## config.mk

```make
export PLATFORM = sky130hd
export DESIGN_NAME = phy_link_monitor
export DESIGN_NICKNAME = d
export VERILOG_FILES = /design/src/rtl/phy_mon_pkg.sv /design/src/rtl/plm_status_decode.sv /design/src/rtl/plm_pause_resolve.sv /design/src/rtl/plm_seq.sv /design/src/rtl/plm_link_track.sv /design/src/rtl/phy_link_monitor.sv
export SDC_FILE = /design/constraint.sdc
export NUM_CORES = 1
export LEC_CHECK = 0
export BUFFER_PORTS_ARGS = -buffer_cell sky130_fd_sc_hd__buf_2
export CORE_AREA = 2 2 73 75
export DETAILED_ROUTE_END_ITERATION = 7
export DIE_AREA = 0 0 75 77
export GPL_ROUTABILITY_DRIVEN = 0
export PLACE_DENSITY = 0.71
export REMOVE_ABC_BUFFERS = 1
export SLEW_MARGIN = 20
export SYNTH_ARGS = -nofsm -noshare
export SYNTH_HDL_FRONTEND = slang
export SYNTH_HIERARCHICAL = 1
export SYNTH_SLANG_ARGS = --single-unit
```

## constraint.sdc

```tcl
create_clock -name clk -period 2.1 [get_ports clk]
set_input_delay 0.105 -clock clk [delete_from_list [all_inputs] [get_ports clk]]
set_output_delay 0.105 -clock clk [all_outputs]
set_load 0.03 [all_outputs]
```

## src/rtl/phy_mon_pkg.sv

```systemverilog
`timescale 1ns/1ps
package phy_mon_pkg;
  localparam int RA_W = 5;
  localparam int RD_W = 16;
  localparam int PB_W = 2;

  localparam logic [RA_W-1:0] A_CTRL  = 5'h00;
  localparam logic [RA_W-1:0] A_ADV   = 5'h04;
  localparam logic [RA_W-1:0] A_PART  = 5'h05;
  localparam logic [RA_W-1:0] A_LSTAT = 5'h11;
  localparam logic [RA_W-1:0] A_IMASK = 5'h15;
  localparam logic [RA_W-1:0] A_ICLR  = 5'h17;

  localparam logic [RD_W-1:0] ALL_ONES = 16'hFFFF;
  localparam logic [RD_W-1:0] ADV_CLR  = 16'h05E0;
  localparam logic [RD_W-1:0] ADV_SET  = 16'h0800;
  localparam logic [RD_W-1:0] CTL_RSTAN = 16'h0200;

  typedef enum logic [1:0] {SPD_UNK = 2'd0, SPD_10 = 2'd1, SPD_100 = 2'd2, SPD_1G = 2'd3} speed_t;
  typedef enum logic [1:0] {FC_NONE = 2'd0, FC_WE_TX = 2'd1, FC_WE_RX = 2'd2, FC_SYMM = 2'd3} fc_t;
  typedef enum logic [1:0] {LNK_UNK = 2'd0, LNK_DOWN = 2'd1, LNK_UP = 2'd2} link_t;

  typedef enum logic [3:0] {
    S_IDLE, S_I_CLR, S_I_MASK, S_I_ADV_RD, S_I_ADV_WR, S_I_CTL_RD, S_I_CTL_WR,
    S_C_STAT, S_C_LOC, S_C_PART, S_C_UPD, S_C_CLR
  } seq_t;

  function automatic fc_t fc_rule(input logic [3:0] idx);
    case (idx)
      4'd5, 4'd7, 4'd13, 4'd15: fc_rule = FC_SYMM;
      4'd11:                    fc_rule = FC_WE_TX;
      4'd14:                    fc_rule = FC_WE_RX;
      default:                  fc_rule = FC_NONE;
    endcase
  endfunction
endpackage

```

## src/rtl/plm_status_decode.sv

```systemverilog
`timescale 1ns/1ps
module plm_status_decode import phy_mon_pkg::*; #(
  parameter int LINK_BIT = 2,
  parameter int SPD_LSB  = 3
) (
  input  logic [RD_W-1:0] stat,
  output logic            good,
  output speed_t          spd
);
  assign good = stat[LINK_BIT];

  always_comb begin
    case (stat[SPD_LSB +: 2])
      2'b00:   spd = SPD_10;
      2'b01:   spd = SPD_100;
      2'b10:   spd = SPD_1G;
      default: spd = SPD_UNK;
    endcase
  end
endmodule

```

## src/rtl/plm_pause_resolve.sv

```systemverilog
`timescale 1ns/1ps
module plm_pause_resolve import phy_mon_pkg::*; (
  input  logic [PB_W-1:0] loc,
  input  logic [PB_W-1:0] part,
  output fc_t             fc
);
  localparam int IDX_W = 2 * PB_W;
  localparam int LUT_N = 1 << IDX_W;

  logic [1:0] lut [LUT_N];

  for (genvar i = 0; i < LUT_N; i++) begin : g_lut
    assign lut[i] = fc_rule(4'(i));
  end

  assign fc = fc_t'(lut[{loc, part}]);
endmodule

```

## src/rtl/plm_seq.sv

```systemverilog
`timescale 1ns/1ps
module plm_seq import phy_mon_pkg::*; #(
  parameter logic [RD_W-1:0] INT_MASK = 16'hC790
) (
  input  logic            clk,
  input  logic            rst_n,
  input  logic            phy_irq,
  input  logic            init_start,
  output logic            mgmt_req,
  output logic            mgmt_we,
  output logic [RA_W-1:0] mgmt_addr,
  output logic [RD_W-1:0] mgmt_wdata,
  input  logic [RD_W-1:0] mgmt_rdata,
  input  logic            mgmt_done,
  output logic            upd,
  output logic            good,
  output speed_t          spd,
  output logic [PB_W-1:0] loc_bits,
  output logic [PB_W-1:0] part_bits,
  output logic            busy
);
  seq_t            state_q, state_n;
  logic            irq_q, irq_pend_q, init_pend_q;
  logic            irq_pend_n, init_pend_n;
  logic [RD_W-1:0] hold_q;
  logic            hold_en;
  logic            good_q, stat_en;
  speed_t          spd_q;
  logic [PB_W-1:0] loc_q, part_q;
  logic            loc_en, part_en;
  logic            rd_good;
  speed_t          rd_spd;
  logic            take_init, take_irq, xfer;

  plm_status_decode #(.LINK_BIT(2), .SPD_LSB(3)) u_dec (
    .stat(mgmt_rdata), .good(rd_good), .spd(rd_spd)
  );

  assign xfer      = mgmt_req && mgmt_done;
  assign take_init = (state_q == S_IDLE) && init_pend_q;
  assign take_irq  = (state_q == S_IDLE) && !init_pend_q && irq_pend_q;

  assign init_pend_n = init_start || (init_pend_q && !take_init);
  assign irq_pend_n  = (phy_irq && !irq_q) || (irq_pend_q && !take_irq);

  always_comb begin
    mgmt_req   = 1'b1;
    mgmt_we    = 1'b0;
    mgmt_addr  = A_LSTAT;
    mgmt_wdata = '0;
    case (state_q)
      S_I_CLR:    begin mgmt_we = 1'b1; mgmt_addr = A_ICLR;  mgmt_wdata = ALL_ONES; end
      S_I_MASK:   begin mgmt_we = 1'b1; mgmt_addr = A_IMASK; mgmt_wdata = INT_MASK; end
      S_I_ADV_RD: mgmt_addr = A_ADV;
      S_I_ADV_WR: begin mgmt_we = 1'b1; mgmt_addr = A_ADV;   mgmt_wdata = (hold_q & ~ADV_CLR) | ADV_SET; end
      S_I_CTL_RD: mgmt_addr = A_CTRL;
      S_I_CTL_WR: begin mgmt_we = 1'b1; mgmt_addr = A_CTRL;  mgmt_wdata = hold_q | CTL_RSTAN; end
      S_C_STAT:   mgmt_addr = A_LSTAT;
      S_C_LOC:    mgmt_addr = A_ADV;
      S_C_PART:   mgmt_addr = A_PART;
      S_C_CLR:    begin mgmt_we = 1'b1; mgmt_addr = A_ICLR;  mgmt_wdata = ALL_ONES; end
      default:    mgmt_req = 1'b0;
    endcase
  end

  always_comb begin
    state_n = state_q;
    case (state_q)
      S_IDLE:     if (take_init) state_n = S_I_CLR;
                  else if (take_irq) state_n = S_C_STAT;
      S_I_CLR:    if (xfer) state_n = S_I_MASK;
      S_I_MASK:   if (xfer) state_n = S_I_ADV_RD;
      S_I_ADV_RD: if (xfer) state_n = S_I_ADV_WR;
      S_I_ADV_WR: if (xfer) state_n = S_I_CTL_RD;
      S_I_CTL_RD: if (xfer) state_n = S_I_CTL_WR;
      S_I_CTL_WR: if (xfer) state_n = S_IDLE;
      S_C_STAT:   if (xfer) state_n = rd_good ? S_C_LOC : S_C_UPD;
      S_C_LOC:    if (xfer) state_n = S_C_PART;
      S_C_PART:   if (xfer) state_n = S_C_UPD;
      S_C_UPD:    state_n = S_C_CLR;
      S_C_CLR:    if (xfer) state_n = S_IDLE;
      default:    state_n = S_IDLE;
    endcase
  end

  assign hold_en = xfer && ((state_q == S_I_ADV_RD) || (state_q == S_I_CTL_RD));
  assign stat_en = xfer && (state_q == S_C_STAT);
  assign loc_en  = xfer && (state_q == S_C_LOC);
  assign part_en = xfer && (state_q == S_C_PART);

  always_ff @(posedge clk or negedge rst_n) begin
    if (!rst_n) begin
      state_q     <= S_IDLE;
      irq_q       <= 1'b0;
      irq_pend_q  <= 1'b0;
      init_pend_q <= 1'b0;
      hold_q      <= '0;
      good_q      <= 1'b0;
      spd_q       <= SPD_UNK;
      loc_q       <= '0;
      part_q      <= '0;
    end else begin
      state_q     <= state_n;
      irq_q       <= phy_irq;
      irq_pend_q  <= irq_pend_n;
      init_pend_q <= init_pend_n;
      if (hold_en) hold_q <= mgmt_rdata;
      if (stat_en) begin
        good_q <= rd_good;
        spd_q  <= rd_spd;
      end
      if (loc_en)  loc_q  <= mgmt_rdata[11:10];
      if (part_en) part_q <= mgmt_rdata[11:10];
    end
  end

  assign upd       = (state_q == S_C_UPD);
  assign good      = good_q;
  assign spd       = spd_q;
  assign loc_bits  = loc_q;
  assign part_bits = part_q;
  assign busy      = (state_q != S_IDLE) || irq_pend_q || init_pend_q;

  assert_req_hold_R9: assert property (@(posedge clk) disable iff (!rst_n)
    (mgmt_req && !mgmt_done) |=> (mgmt_req && $stable(mgmt_addr) && $stable(mgmt_we) && $stable(mgmt_wdata)));

  assert_clr_ones_R5: assert property (@(posedge clk) disable iff (!rst_n)
    (mgmt_req && mgmt_we && mgmt_addr == A_ICLR) |-> (mgmt_wdata == ALL_ONES));

  assert_mask_val_R7: assert property (@(posedge clk) disable iff (!rst_n)
    (mgmt_req && mgmt_we && mgmt_addr == A_IMASK) |-> (mgmt_wdata == INT_MASK));
endmodule

```

## src/rtl/plm_link_track.sv

```systemverilog
`timescale 1ns/1ps
module plm_link_track import phy_mon_pkg::*; (
  input  logic   clk,
  input  logic   rst_n,
  input  logic   upd,
  input  logic   good,
  input  speed_t spd,
  input  fc_t    fc_in,
  output logic   link_up,
  output speed_t link_speed,
  output fc_t    flow_ctrl,
  output logic   evt_up,
  output logic   evt_down,
  output speed_t evt_speed
);
  link_t  lst_q, lst_n;
  speed_t spd_q, spd_n, es_q, es_n;
  fc_t    fc_q, fc_n;
  logic   eu_q, eu_n, ed_q, ed_n, upp_q, upp_n;

  always_comb begin
    lst_n = lst_q;
    spd_n = spd_q;
    fc_n  = fc_q;
    eu_n  = 1'b0;
    ed_n  = 1'b0;
    es_n  = SPD_UNK;
    upp_n = 1'b0;
    if (upp_q) begin
      eu_n = 1'b1;
      es_n = spd_q;
    end
    if (upd) begin
      if (good) begin
        fc_n = fc_in;
        if (lst_q != LNK_UP) begin
          eu_n  = 1'b1;
          es_n  = spd;
          lst_n = LNK_UP;
          spd_n = spd;
        end else if (spd != spd_q) begin
          ed_n  = 1'b1;
          upp_n = 1'b1;
          spd_n = spd;
        end
      end else if (lst_q != LNK_DOWN) begin
        ed_n  = 1'b1;
        lst_n = LNK_DOWN;
        spd_n = SPD_UNK;
      end
    end
  end

  always_ff @(posedge clk or negedge rst_n) begin
    if (!rst_n) begin
      lst_q <= LNK_UNK;
      spd_q <= SPD_UNK;
      fc_q  <= FC_NONE;
      eu_q  <= 1'b0;
      ed_q  <= 1'b0;
      es_q  <= SPD_UNK;
      upp_q <= 1'b0;
    end else begin
      lst_q <= lst_n;
      spd_q <= spd_n;
      fc_q  <= fc_n;
      eu_q  <= eu_n;
      ed_q  <= ed_n;
      es_q  <= es_n;
      upp_q <= upp_n;
    end
  end

  assign link_up    = (lst_q == LNK_UP);
  assign link_speed = spd_q;
  assign flow_ctrl  = fc_q;
  assign evt_up     = eu_q;
  assign evt_down   = ed_q;
  assign evt_speed  = es_q;

  assert_one_event_R3: assert property (@(posedge clk) disable iff (!rst_n)
    !(evt_up && evt_down));

  assert_down_unk_R3: assert property (@(posedge clk) disable iff (!rst_n)
    !link_up |-> (link_speed == SPD_UNK));

  assert_split_R4: assert property (@(posedge clk) disable iff (!rst_n)
    (evt_down && link_up) |=> evt_up);

  assert_fc_hold_R6: assert property (@(posedge clk) disable iff (!rst_n)
    !(upd && good) |=> $stable(flow_ctrl));
endmodule

```

## src/rtl/phy_link_monitor.sv

```systemverilog
`timescale 1ns/1ps
module phy_link_monitor import phy_mon_pkg::*; #(
  parameter logic [15:0] INT_MASK = 16'hC790
) (
  input  logic        clk,
  input  logic        rst_n,
  input  logic        phy_irq,
  input  logic        init_start,
  output logic        mgmt_req,
  output logic        mgmt_we,
  output logic [4:0]  mgmt_addr,
  output logic [15:0] mgmt_wdata,
  input  logic [15:0] mgmt_rdata,
  input  logic        mgmt_done,
  output logic        link_up,
  output logic [1:0]  link_speed,
  output logic [1:0]  flow_ctrl,
  output logic        evt_up,
  output logic        evt_down,
  output logic [1:0]  evt_speed,
  output logic        busy
);
  logic [1:0]      rst_sync_q;
  logic            rst_s;
  logic            upd, good;
  speed_t          spd, trk_spd, trk_es;
  fc_t             fc_res, trk_fc;
  logic [PB_W-1:0] loc_bits, part_bits;

  always_ff @(posedge clk or negedge rst_n) begin
    if (!rst_n) rst_sync_q <= 2'b00;
    else        rst_sync_q <= {rst_sync_q[0], 1'b1};
  end
  assign rst_s = rst_sync_q[1];

  plm_seq #(.INT_MASK(INT_MASK)) u_seq (
    .clk(clk), .rst_n(rst_s), .phy_irq(phy_irq), .init_start(init_start),
    .mgmt_req(mgmt_req), .mgmt_we(mgmt_we), .mgmt_addr(mgmt_addr),
    .mgmt_wdata(mgmt_wdata), .mgmt_rdata(mgmt_rdata), .mgmt_done(mgmt_done),
    .upd(upd), .good(good), .spd(spd), .loc_bits(loc_bits),
    .part_bits(part_bits), .busy(busy)
  );

  plm_pause_resolve u_pause (
    .loc(loc_bits), .part(part_bits), .fc(fc_res)
  );

  plm_link_track u_track (
    .clk(clk), .rst_n(rst_s), .upd(upd), .good(good), .spd(spd),
    .fc_in(fc_res), .link_up(link_up), .link_speed(trk_spd),
    .flow_ctrl(trk_fc), .evt_up(evt_up), .evt_down(evt_down),
    .evt_speed(trk_es)
  );

  assign link_speed = trk_spd;
  assign flow_ctrl  = trk_fc;
  assign evt_speed  = trk_es;
endmodule

```

==> reports/qor.txt, run 1 <==
Number of global-route vias before repair = 1,608
Max_cap viols = 0
Fmax = 0.517 GHz
Synth cell count leaders = dfrtp_1 (43), mux2_2 (23), nand2_1 (23)
Largest stage delay, worst path = 0.40 ns
Pre-CTS setup slack = 0.264 ns
Fraction of registers with async set/reset = 100%
Pwr dens = 1730 mW/mm^2
TritonCTS Buffers = 5
DRC violation total after the first TritonRoute iteration = 106
Status = completed
H-tree levels = 2
Design Power = 0.00463 W
Post-synth EDFFs = 0
Clk sinks = 43
Num rows = 26
Fillers = 460
Worst VDD drop = 1.06 mV
Setup violations, final = 0
Drt wl/cell = 13.3 um
Longest Clk Path Bufs = 2
Compound-Gate Fraction of Synth Area = 13.7%
Layout cells sized above 1 = 41.8%
Top reg by flops = u_seq/hold_q
Ports = 54
Mapped Cells = 200
Worst-path cell chain = buf_4, nand2b_1, nor2_1, buf_4, o21ai_0, nand2_1, buf_2
Skew final = 0.0111 ns
Distinct cells, synth = 43
Final Hold Viols = 0
Post-CTS Setup Bufs = 0
Synth area leader = dfrtp_1
Setup Total Neg Slack = 0 ns
Min cycle time layout = 1.93 ns
Largest net degree at the start of global routing = 22
CP dominant cell by count = buf_4
Final Max Tran Viols = 0
HPWL after DPL = 3.21 mm
Synthesis Warnings = 6
Critical path's slowest cell = dfrtp_1
Layout area overhead = 22.6%
Final period utilization = 92.0%
Core ar. = 0.00498 sq mm
Worst min path class = in2reg
Crit path DAT = 1.83 ns
Sequential element share of the synthesized area = 49.4%
Mapped Area = 0.00218 sq mm
Tot GR Track Use = 16.8%
Vias per cell = 4.97
Die ar. = 0.00578 sq mm
Fin worst setup slack = 0.167 ns
Skew-Pair Late Insertion Delay = 0.30 ns
Initial antenna violation count = 0
Leakage = 1.39 nW
CP Launch Type = register
Residual DRC count = 0
Unrepaired setup endpoints after global routing = false
Critical Path Fanout Max = 14
CTS tree = yes
Antenna-violating nets left = 0
Post-synthesis adder-cell area fraction = 1.72%
Crit path kind = reg2out
Xor-xnor portion of the synthesized cell area = 1.61%
Cell area after layout = 0.00267 sq mm
Largest regs = u_seq/hold_q (16), u_seq/state_q (4)
Avg Inst Size Synth = 10.9 sq um
Yosys top cell area share = 49.4%
CP delay by family, top = buffers and inverters
Grt ovf = 0
Drt pass-1 iters = 4
Die W = 75 um
Critical path endpoint category = primary output
Die Y = 77 um
IO Port Bufs = 52
Top cells by area, synth = dfrtp_1 (49%), mux2_2 (12%), nand2_1 (4.0%), a21o_1 (3.1%), mux2_4 (2.8%)
Synth Flop Type = dfrtp_1
WL final = 4.42 mm
Fin nets = 284
#FFs+latches synth = 43
Routed vias = 1,644
Worst Path Required = 2.00 ns
Buf+Inv Stages, Crit Path = 3
Worst-path clk slew = 0.09 ns
Simple-gate share of the synthesized area = 12.5%
Top-count cell post-synth = dfrtp_1
Largest family of logic cells by synthesized area = multiplexers
First-pass GRT wire length = 7.51 mm
Max reg flops = 16
Starting density of the core = 43.8%
Number of antenna diodes = 0
Placed cell area = 0.00254 sq mm
Post-synthesis mux area share = 16.0%
Root buffer cell = clkbuf_8
==> what timing repair did <==
item / 4_1_cts / 5_1_grt
hold buffers: 3 / 0
resized for setup: 0 / 1
setup endpoints to repair: 0 / 6
hold endpoints to repair: 4 / 0
==> routing by layer <==
layer	wire, um	share of wire [%]	GRT usage (%)
met5	0	0	0
met4	104	2.4	6.61
met3	210	4.8	4.07
met2	2140	48	26.1
met1	1970	44	22.3
==> layout by cell type, fill, tap and decap left out, types with 6 or more instances in the layout <==
| master | n |
|---|---|
| clkbuf_8 | 6 |
| a21o_1 | 9 |
| nor2_1 | 7 |
| o21ai_0 | 11 |
| dfrtp_1 | 42 |
| mux2_2 | 23 |
| buf_4 | 10 |
| inv_1 | 11 |
| a21oi_1 | 9 |
| buf_2 | 52 |
| nand2_1 | 23 |
==> cell type report <==
class                   instances  area (sq um)  share of cell area (%)
flip-flops and latches         43          1080                    40.3
multi-input cells             134          1000                    37.5
repair buffers                 65           365                    13.7
well taps                      70          87.6                    3.28
clock buffers                   6          82.6                    3.09
inverters                      11          41.3                    1.54
clock inverters                 2          16.3                   0.609
==> where the power goes <==
part	switching, W	leakage, nW	internal (W)	total, W
Sequential	0.000196	0.532	0.00113	0.00133
Combinational	0.00171	0.810	0.00103	0.00274
Clock	0.000295	0.0474	0.000269	0.000564
Total	0.00220	1.39	0.00243	0.00463
==> stage by stage <==
| step | hold slack, ns | cells | utilization, % |
|---|---|---|---|
| finish | 0.0315 | 331 | 53.7 |
| global route | 0.0292 | 331 | 53.7 |
| CTS | 0.0260 | 331 | 53.6 |
| detailed placement | -0.109 | 320 | 51.1 |
| global placement | -0.110 | 320 | 51.1 |
| floorplan | -0.191 | 188 | - |
==> worst reg2reg max path, cell delays in order, from the launching register on <==
cell,delay [ns]
dfrtp_1,0.38
or4_4,0.56
or3_4,0.35
o21a_4,0.14
mux2_4,0.30
==> cells by family after synthesis <==
family                     after synthesis
muxes                                   30
xor gates and xnor gates                 4
buffers and inverters                   23
adders and majority gates                3
AOI/OAI and AO/OA                       44
DFF                                     43
other                                    2
and+or+nand+nor                         51
==> final timing paths <==
path | slack, ns | cells after the start | start | end
max in group asynchronous | 1.44 | 1 | rst_sync_q[1]$_DFF_PN0_ | u_seq/irq_pend_q$_DFF_PN0_
setup reg to reg | 0.25 | 4 | u_seq/state_q[0]$_DFFE_PN0P_ | u_seq/state_q[2]$_DFFE_PN0P_
hold / removal | 0.03 | 2 | mgmt_rdata[0] | u_seq/hold_q[0]$_DFFE_PN0P_
hold reg to reg | 0.13 | 0 | rst_sync_q[1]$_DFF_PN0_ | u_track/link_speed[1]$_DFFE_PN0P_
min in group asynchronous | 0.12 | 2 | rst_n | rst_sync_q[1]$_DFF_PN0_
setup / recovery | 0.17 | 7 | u_seq/state_q[3]$_DFFE_PN0P_ | mgmt_wdata[11]
No activity file was read; power rests on OpenSTA's default activity.
==> run 2, diff against run 1 <==
Settings changed: PLACE_DENSITY 0.71 to 0.66.
==> reports/qor.txt, run 2 (same netlist as run 1, synthesis figures left out) <==
Status = completed
Die ar. = 0.00578 sq mm
Drt pass-1 iters = 4
Max_cap viols = 0
Largest regs = u_seq/hold_q (16), u_seq/state_q (4)
Leakage = 1.39 nW
Longest Clk Path Bufs = 2
Die W = 75 um
Worst-path clk slew = 0.08 ns
Crit path kind = reg2out
Antenna-violating nets left = 0
Routing usage on met3 = 4.60%
Core ar. = 0.00498 sq mm
Critical path endpoint category = primary output
Max reg flops = 16
Slew headroom = 65.9%
Number of global-route vias before repair = 1,545
Worst Tran Pin Value = 0.511 ns
Final period utilization = 93.6%
Die Y = 77 um
DRC violation total after the first TritonRoute iteration = 79
Grt ovf = 0
Pre-CTS setup slack = 0.286 ns
Most frequent cells in the layout = buf_2 (52), dfrtp_1 (43), nand2_1 (23), mux2_2 (23)
Setup slack, reg-to-reg = 0.27 ns
Crit path DAT = 1.86 ns
Routed vias = 1,621
Fin nets = 283
Fmax = 0.509 GHz
First-pass GRT wire length = 7.53 mm
Ports = 54
CP Launch Type = register
Post-CTS resize count = 0
Worst VDD drop = 1.27 mV
Drt wl/cell = 13.1 um
Initial antenna violation count = 0
Num rows = 26
Root buffer cell = clkbuf_8
Vias per cell = 4.91
WL final = 4.31 mm
Fin worst setup slack = 0.135 ns
Layout cells sized above 1 = 40.8%
Layout area overhead = 22.1%
CTS tree = yes
Clk sinks = 43
Residual DRC count = 0
Setup Total Neg Slack = 0 ns
Pwr dens = 1740 mW/mm^2
Tot GR Track Use = 16.8%
Skew-Pair Late Insertion Delay = 0.29 ns
Critical Path Fanout Max = 21
Commonest non-fill, non-tap cell in the layout = buf_2
Setup violations, final = 0
Number of antenna diodes = 0
Final Max Tran Viols = 0
Final Hold Viols = 0
Core Util, Final = 53.5%
Starting density of the core = 43.8%
Top reg by flops = u_seq/hold_q
TritonCTS Buffers = 5
Largest net degree at the start of global routing = 42
IO Port Bufs = 52
Skew final = 0.00575 ns
Unrepaired setup endpoints after global routing = false
Worst min path class = in2reg
GR Util met1 = 23.9%
Worst Path Required = 2.00 ns
H-tree levels = 2
WHS = 0.0342 ns
Min cycle time layout = 1.97 ns
HPWL after DPL = 2.97 mm
Met2 usage = 25.2%
Layer with the highest usage = met2
## run 2: final cells by class
class | instances | area, sq um
fillers | 450 | 2320
flip-flops and latches | 43 | 1080
multi-input cells | 134 | 1000
repair buffers | 64 | 358
well taps | 70 | 87.6
clock buffers | 6 | 82.6
inverters | 11 | 41.3
clock inverters | 2 | 16.3
## run 2: timing repair
| action | CTS | global route |
|---|---|---|
| endpoints found under the hold margin | 4 | 0 |
| setup buffers | 0 | 0 |
| hold buffers | 3 | 0 |
## run 2: worst paths after layout
kind / from / endpoint / depth (start not counted)
min in group asynchronous: rst_n / rst_sync_q[1]$_DFF_PN0_ / 2
worst min-delay path: mgmt_rdata[1] / u_seq/hold_q[1]$_DFFE_PN0P_ / 2
worst min register to register: rst_sync_q[1]$_DFF_PN0_ / u_seq/hold_q[3]$_DFFE_PN0P_ / 1
max in group asynchronous: rst_sync_q[1]$_DFF_PN0_ / u_seq/irq_q$_DFF_PN0_ / 1
worst max register to register: u_seq/state_q[0]$_DFFE_PN0P_ / u_seq/state_q[2]$_DFFE_PN0P_ / 4
worst max-delay path: u_seq/state_q[1]$_DFFE_PN0P_ / mgmt_wdata[4] / 6
## run 2: where the power goes
group | switching (W) | leakage (nW) | internal (W)
logic | 0.00172 | 0.805 | 0.00103
clock network | 0.000292 | 0.0474 | 0.000269
registers | 0.000191 | 0.533 | 0.00113
total | 0.00220 | 1.39 | 0.00243
## run 2: through the flow
stage,power (W),instances,cell area (sq um)
after floorplan,0.00335,188,2120
after global placement,0.00405,319,2530
after detailed placement,0.00408,319,2530
after CTS,0.00467,330,2660
after global routing,0.00495,330,2660
final,0.00463,330,2660
## run 2: metal layers
metal | wire length [um] | vias to the layer above
li1 | - | 796
met1 | 1950 | 775
met2 | 2090 | 44
met3 | 219 | 6
met4 | 47 | 0
met5 | 0 | -
## run 2: worst max-delay path, stage by stage, from the launching register on
cell and delay [ns]:
dfrtp_1 0.35, buf_4 0.24, nor3b_1 0.27, a21oi_1 0.06, nor2_1 0.31, a21o_1 0.13
buf_2 0.19
